File: src/rtl/pio_pkg.sv
// Shared constants and types for the parallel I/O group.
// Assumes an 8-bit command byte whose bit positions are fixed by software.
package pio_pkg;
    localparam int CMD_W = 8;

    localparam logic [1:0] OFS_A   = 2'd0;
    localparam logic [1:0] OFS_B   = 2'd1;
    localparam logic [1:0] OFS_C   = 2'd2;
    localparam logic [1:0] OFS_CMD = 2'd3;

    localparam int BIT_CLO = 0;
    localparam int BIT_B   = 1;
    localparam int BIT_CHI = 3;
    localparam int BIT_A   = 4;
    localparam int BIT_SET = 7;

    // Mode-select bits 2, 5, 6 must be zero for a command to be accepted
    localparam logic [CMD_W-1:0] MODE_MASK = 8'h64;

    // Direction per slice, 1 = input
    typedef struct packed {
        logic a;
        logic b;
        logic chi;
        logic clo;
    } dir_t;

    localparam dir_t DIR_RESET = '{a: 1'b1, b: 1'b1, chi: 1'b1, clo: 1'b1};
endpackage

File: src/rtl/pio_cmd.sv
// Command decoder: validates the command byte and holds the slice directions.
// Assumes cmd_wr is a single-cycle strobe. Rejected bytes leave all state alone.
module pio_cmd
    import pio_pkg::*;
(
    input  logic             clk,
    input  logic             rst_n,
    input  logic             cmd_wr,
    input  logic [CMD_W-1:0] cmd_byte,
    output dir_t             dir,
    output logic             accept
);
    logic mode_ok;

    // Accept only plain I/O mode with the set flag raised
    always_comb begin
        mode_ok = ((cmd_byte & MODE_MASK) == '0);
        accept  = cmd_wr && cmd_byte[BIT_SET] && mode_ok;
    end

    // Direction register, all inputs after reset
    always_ff @(posedge clk) begin
        if (!rst_n) begin
            dir <= DIR_RESET;
        end else if (accept) begin
            dir.a   <= cmd_byte[BIT_A];
            dir.b   <= cmd_byte[BIT_B];
            dir.chi <= cmd_byte[BIT_CHI];
            dir.clo <= cmd_byte[BIT_CLO];
        end
    end
endmodule

File: src/rtl/pio_slice.sv
// One port slice: output latch, pad enable and read-source select.
// Assumes wr and clr never coincide. The latch takes writes regardless of direction.
module pio_slice #(
    parameter int W = 8
) (
    input  logic         clk,
    input  logic         rst_n,
    input  logic         wr,
    input  logic         clr,
    input  logic [W-1:0] wdata,
    input  logic [W-1:0] pins,
    input  logic         is_in,
    output logic [W-1:0] out,
    output logic         oe,
    output logic [W-1:0] rd_val
);
    logic [W-1:0] latch_q;

    // Output latch: cleared on accepted command, loaded on port write
    always_ff @(posedge clk) begin
        if (!rst_n)     latch_q <= '0;
        else if (clr)   latch_q <= '0;
        else if (wr)    latch_q <= wdata;
    end

    // Pad drive and read source follow the direction bit
    always_comb begin
        out    = latch_q;
        oe     = !is_in;
        rd_val = is_in ? pins : latch_q;
    end
endmodule

File: src/rtl/pio_group.sv
// Top of one 24-line parallel I/O group: offset decode, slices and read register.
// Assumes single-cycle read and write strobes that are never high together.
module pio_group
    import pio_pkg::*;
#(
    parameter int DATA_W = 8
) (
    input  logic              clk,
    input  logic              rst_n,
    input  logic [1:0]        addr,
    input  logic              wr_en,
    input  logic              rd_en,
    input  logic [DATA_W-1:0] wdata,
    output logic [DATA_W-1:0] rdata,
    input  logic [DATA_W-1:0] pa_in,
    output logic [DATA_W-1:0] pa_out,
    output logic              pa_oe,
    input  logic [DATA_W-1:0] pb_in,
    output logic [DATA_W-1:0] pb_out,
    output logic              pb_oe,
    input  logic [DATA_W-1:0] pc_in,
    output logic [DATA_W-1:0] pc_out,
    output logic [1:0]        pc_oe
);
    localparam int NIB_W = DATA_W / 2;

    dir_t              dir;
    logic              accept;
    logic              wr_a, wr_b, wr_c, wr_cmd;
    logic [DATA_W-1:0] a_rd, b_rd, c_rd;
    logic [1:0]        c_is_in;

    // Write strobe decode by offset
    always_comb begin
        wr_a   = wr_en && (addr == OFS_A);
        wr_b   = wr_en && (addr == OFS_B);
        wr_c   = wr_en && (addr == OFS_C);
        wr_cmd = wr_en && (addr == OFS_CMD);
    end

    pio_cmd u_cmd (
        .clk      (clk),
        .rst_n    (rst_n),
        .cmd_wr   (wr_cmd),
        .cmd_byte (wdata[CMD_W-1:0]),
        .dir      (dir),
        .accept   (accept)
    );

    pio_slice #(.W(DATA_W)) u_port_a (
        .clk(clk), .rst_n(rst_n), .wr(wr_a), .clr(accept),
        .wdata(wdata), .pins(pa_in), .is_in(dir.a),
        .out(pa_out), .oe(pa_oe), .rd_val(a_rd)
    );

    pio_slice #(.W(DATA_W)) u_port_b (
        .clk(clk), .rst_n(rst_n), .wr(wr_b), .clr(accept),
        .wdata(wdata), .pins(pb_in), .is_in(dir.b),
        .out(pb_out), .oe(pb_oe), .rd_val(b_rd)
    );

    // Port C nibble directions: index 1 upper, index 0 lower
    assign c_is_in = {dir.chi, dir.clo};

    for (genvar gi = 0; gi < 2; gi++) begin : g_pc_nib
        pio_slice #(.W(NIB_W)) u_nib (
            .clk    (clk),
            .rst_n  (rst_n),
            .wr     (wr_c),
            .clr    (accept),
            .wdata  (wdata[gi*NIB_W +: NIB_W]),
            .pins   (pc_in[gi*NIB_W +: NIB_W]),
            .is_in  (c_is_in[gi]),
            .out    (pc_out[gi*NIB_W +: NIB_W]),
            .oe     (pc_oe[gi]),
            .rd_val (c_rd[gi*NIB_W +: NIB_W])
        );
    end

    // Read register: captures the selected source on a read strobe
    always_ff @(posedge clk) begin
        if (!rst_n) begin
            rdata <= '0;
        end else if (rd_en) begin
            unique case (addr)
                OFS_A:   rdata <= a_rd;
                OFS_B:   rdata <= b_rd;
                OFS_C:   rdata <= c_rd;
                default: rdata <= '1;
            endcase
        end
    end
endmodule

File: config.mk
export PLATFORM = sky130hd
export DESIGN_NAME = pio_group
export DESIGN_NICKNAME = d
export VERILOG_FILES = /design/src/rtl/pio_pkg.sv /design/src/rtl/pio_cmd.sv /design/src/rtl/pio_slice.sv /design/src/rtl/pio_group.sv
export SDC_FILE = /design/constraint.sdc
export NUM_CORES = 1
export LEC_CHECK = 0
export ABC_CLOCK_PERIOD_IN_PS = 1200
export BUFFER_PORTS_ARGS = -buffer_cell sky130_fd_sc_hd__buf_2
export CAP_MARGIN = 20
export CORE_MARGIN = 10
export CORE_UTILIZATION = 28
export CTS_CLUSTER_DIAMETER = 120
export DETAILED_ROUTE_END_ITERATION = 8
export GPL_ROUTABILITY_DRIVEN = 0
export SYNTH_ARGS = -nofsm -noshare
export SYNTH_HDL_FRONTEND = slang
export SYNTH_SLANG_ARGS = --single-unit
File: constraint.sdc
create_clock -name clk -period 1.2 [get_ports clk]
set_input_delay 0.24 -clock clk [delete_from_list [all_inputs] [get_ports clk]]
set_output_delay 0.24 -clock clk [all_outputs]
set_load 0.005 [all_outputs]
==> flow_metrics.tcl <==
set metrics [dict create \
    io_buffers 73 \
    status "finished, violations left" \
    p_seq_share_pct 44.8 \
    synth_edf_count 0 \
    grt_pass1_vias 1774 \
    grt_usage_pct 11.4 \
    num_io_pins 74 \
    drc 0 \
    power_mw 2.85 \
    nFillCells 676 \
    p_comb_share_pct 14.5 \
    routed_wl_microns 5760 \
    powerDensity_nw_per_um2 1120 \
    diodes 0 \
    dp_hpwl_microns 4770 \
    drtPass1Iterations 4 \
    startpoint_type "register" \
    p_sw_mw 0.660 \
    violations "negative setup slack" \
    wl_per_cell_microns 16.0 \
    grt-ovfl-total 0 \
    setup.worst_path.end_class "register" \
    clkPwrFrac_pct 40.7 \
    synth.largest_area_cell "dfxtp_1" \
    synthAdderAreaFrac_pct 0 \
    die_w_microns 99.8 \
    path_clk_slew_ps 70 \
    yosys.area_share.simple_pct 15.3 \
    yosysMostFrequentCell "mux2i_1" \
    ir_worst_vdd_v 0.000587 \
    synth.distinct_cells 26 \
    whs_ps 245 \
    rrSetupSlack_ps -20 \
    synth_xor_area_share_pct 0 \
    critical_path_class "reg -> reg" \
    clock_latency_ps 290 \
    synth_top_area_share_pct 40.4 \
    cp_data_arrival_time_ps 1400 \
    ff_latch_area_sq_um 731 \
    htreeDepth 2 \
    fin_crit_ps 1220 \
    clockBufferDepth 2 \
    rows 29 \
    setup_viol_count_final 6 \
    syn_area_sq_um 1780 \
    final_cell_count_no_fill 361 \
    multi_input_area_sq_um 950 \
    ys_seq_elements 36 \
    via_count 1689 \
    reg2reg_to "rdata[6]$_SDFFE_PN0P_" \
    internal_power_mw 2.19 \
    clock_skew_ps 3.88 \
    stdcell_area_sq_um 2540 \
    synthCells 188 \
    post-place-cells 353 \
    die_y_microns 99.8 \
    grt_pass1_wl_microns 9060 \
    worst-endpoint-required_ps 1380 \
    maxSlewViolCount 0 \
    worstMarginPinSlew_ps 723 \
    grt_max_degree 13 \
    cts_tree "done" \
    start_util_pct 28.4 \
    clkSinkCount 36 \
    drt_iter0_drc 76 \
    crit_start "u_cmd.dir[3]$_SDFFE_PN1P_" \
    via_per_inst 4.68 \
    synth_top_cells_by_area "dfxtp_1 (40%), mux2i_1 (25%), nor2_1 (5.7%), a221o_1 (4.5%), a21oi_1 (3.4%)" \
    syn-num-nets 226 \
    synth_top_family_by_area "multiplexers" \
    fin_crit_sh_pct 102 \
    rsz0062_at_grt "yes" \
    dpl_cell_area_sq_um 2390 \
    maxCapViolCount 0 \
    async_reset_ff_share_pct 0 \
    die_area_sq_um 9950 \
    power_leakage_nw 1.44 \
    final_nets 321 \
    cp_max_fo 4 \
    core_sq_um 6280 \
    synthMuxAreaShare_pct 24.7 \
    root_buffer "clkbuf_8" \
    layout-drive-gt1-share_pct 43.0 \
    fmax_mhz 820 \
    ys.flop_type "dfxtp_1" \
    worst_slack_ps -19.7 \
    cts_buffers 5 \
    areaGrowthSynthToFinish_pct 42.7 \
    drtAntennaViolNets 0 \
    rr_worst_depth 4 \
    swShare_pct 23.1 \
    rr_startpoint "u_cmd.dir[3]$_SDFFE_PN1P_" \
    avgSynthCellArea_sq_um 9.48 \
    slew_headroom_pct 51.7 \
    hold_violations 0 \
    yosysWarnings 0 \
    min_path_type "in -> reg" \
    yosys-top-cells-count "mux2i_1 (44), dfxtp_1 (36), nor2_1 (27), a21oi_1 (12), nand3_1 (12)" \
    synth-compound-area-share_pct 13.3 \
    cp-endpoint "rdata[6]$_SDFFE_PN0P_" \
    yosysSeqAreaShare_pct 40.4 \
    antenna_found_initial 0 \
]
## how the worst min path moves through the flow
stage / start / end / slack, ps / cells past startpoint
detailed placement: u_port_b.out[3]$_SDFFE_PP0P_ / u_port_b.out[3]$_SDFFE_PP0P_ / 460 / 2
global placement: u_port_b.out[4]$_SDFFE_PP0P_ / u_port_b.out[4]$_SDFFE_PP0P_ / 460 / 2
finish: wdata[1] / u_port_b.out[1]$_SDFFE_PP0P_ / 250 / 3
CTS: wdata[1] / u_port_b.out[1]$_SDFFE_PP0P_ / 240 / 3
global route: wdata[1] / u_cmd.dir[2]$_SDFFE_PN1P_ / 260 / 3
floorplan: wdata[0] / g_pc_nib[0].u_nib.out[0]$_SDFFE_PP0P_ / 380 / 2
## cell usage in the layout, fill, tap and decap left out, types with 2 or more instances in the layout
master,count
nand2_1,5
a221o_1,8
dfxtp_2,2
dfxtp_4,2
inv_1,3
mux2i_1,44
nand3_1,12
o21ai_0,4
nor2_1,27
o21bai_1,8
a21oi_1,12
buf_6,3
dfxtp_1,32
clkbuf_8,7
buf_2,72
buf_4,28
## cell families (layout without fill, tap and decap cells)
kind of cell	after synthesis	after routing
AOI/OAI and AO/OA	33	33
buffers and inverters	20	116
DFF	36	36
muxes	44	44
and+or+nand+nor	55	55
## cell type report
type | instances | share of cell area [%]
Multi-Input combinational cell | 132 | 37.4
Sequential cell | 36 | 28.7
Timing Repair Buffer | 104 | 24.6
Clock buffer | 7 | 3.79
Tap cell | 77 | 3.79
Clock inverter | 1 | 1.18
Inverter | 4 | 0.591
## power groups by stage
stage	logic, mW	registers (mW)	clock network (mW)
floorplan	0.195	1.31	0
global placement	0.413	1.31	0
detailed placement	0.418	1.31	0
CTS	0.420	1.28	1.19
global route	0.460	1.28	1.24
finish	0.413	1.28	1.16
## worst max-delay path, stage by stage, from the launching register on
cell      delay (ps)
dfxtp_4          390
buf_4            120
mux2i_1          190
o21bai_1          80
a221o_1          340
## routing by layer
layer	GRT usage, %	wire length, microns	up-vias
li1	-	-	857
met1	13.5	2610	781
met3	3.64	243	7
met5	0	0	-
met2	18.8	2810	44
met4	3.97	93	0
## timing repair
item                       4_1_cts  5_1_grt
hold buffers                     0        0
pin swaps                        1        9
setup endpoints to repair       11       11
resized for setup                5        5
buffers inserted                 0        0
## registers in the layout, indices dropped and copies added, names as in the netlist
register,count
g_pc_nib.u_nib.out,8
u_cmd.dir,4
rdata,8
u_port_b.out,8
u_port_a.out,8
## metrics by stage
step                utilization (%)  setup WS (ps)  TNS (ps)
finish                         40.5          -19.7     -47.7
global route                   40.5          -67.4      -445
floorplan                         -           7.73         0
CTS                            40.3          -21.8      -104
detailed placement             38.1           -139     -3110
global placement               38.1           -155     -2750
No activity file was read; power rests on OpenSTA's default activity.
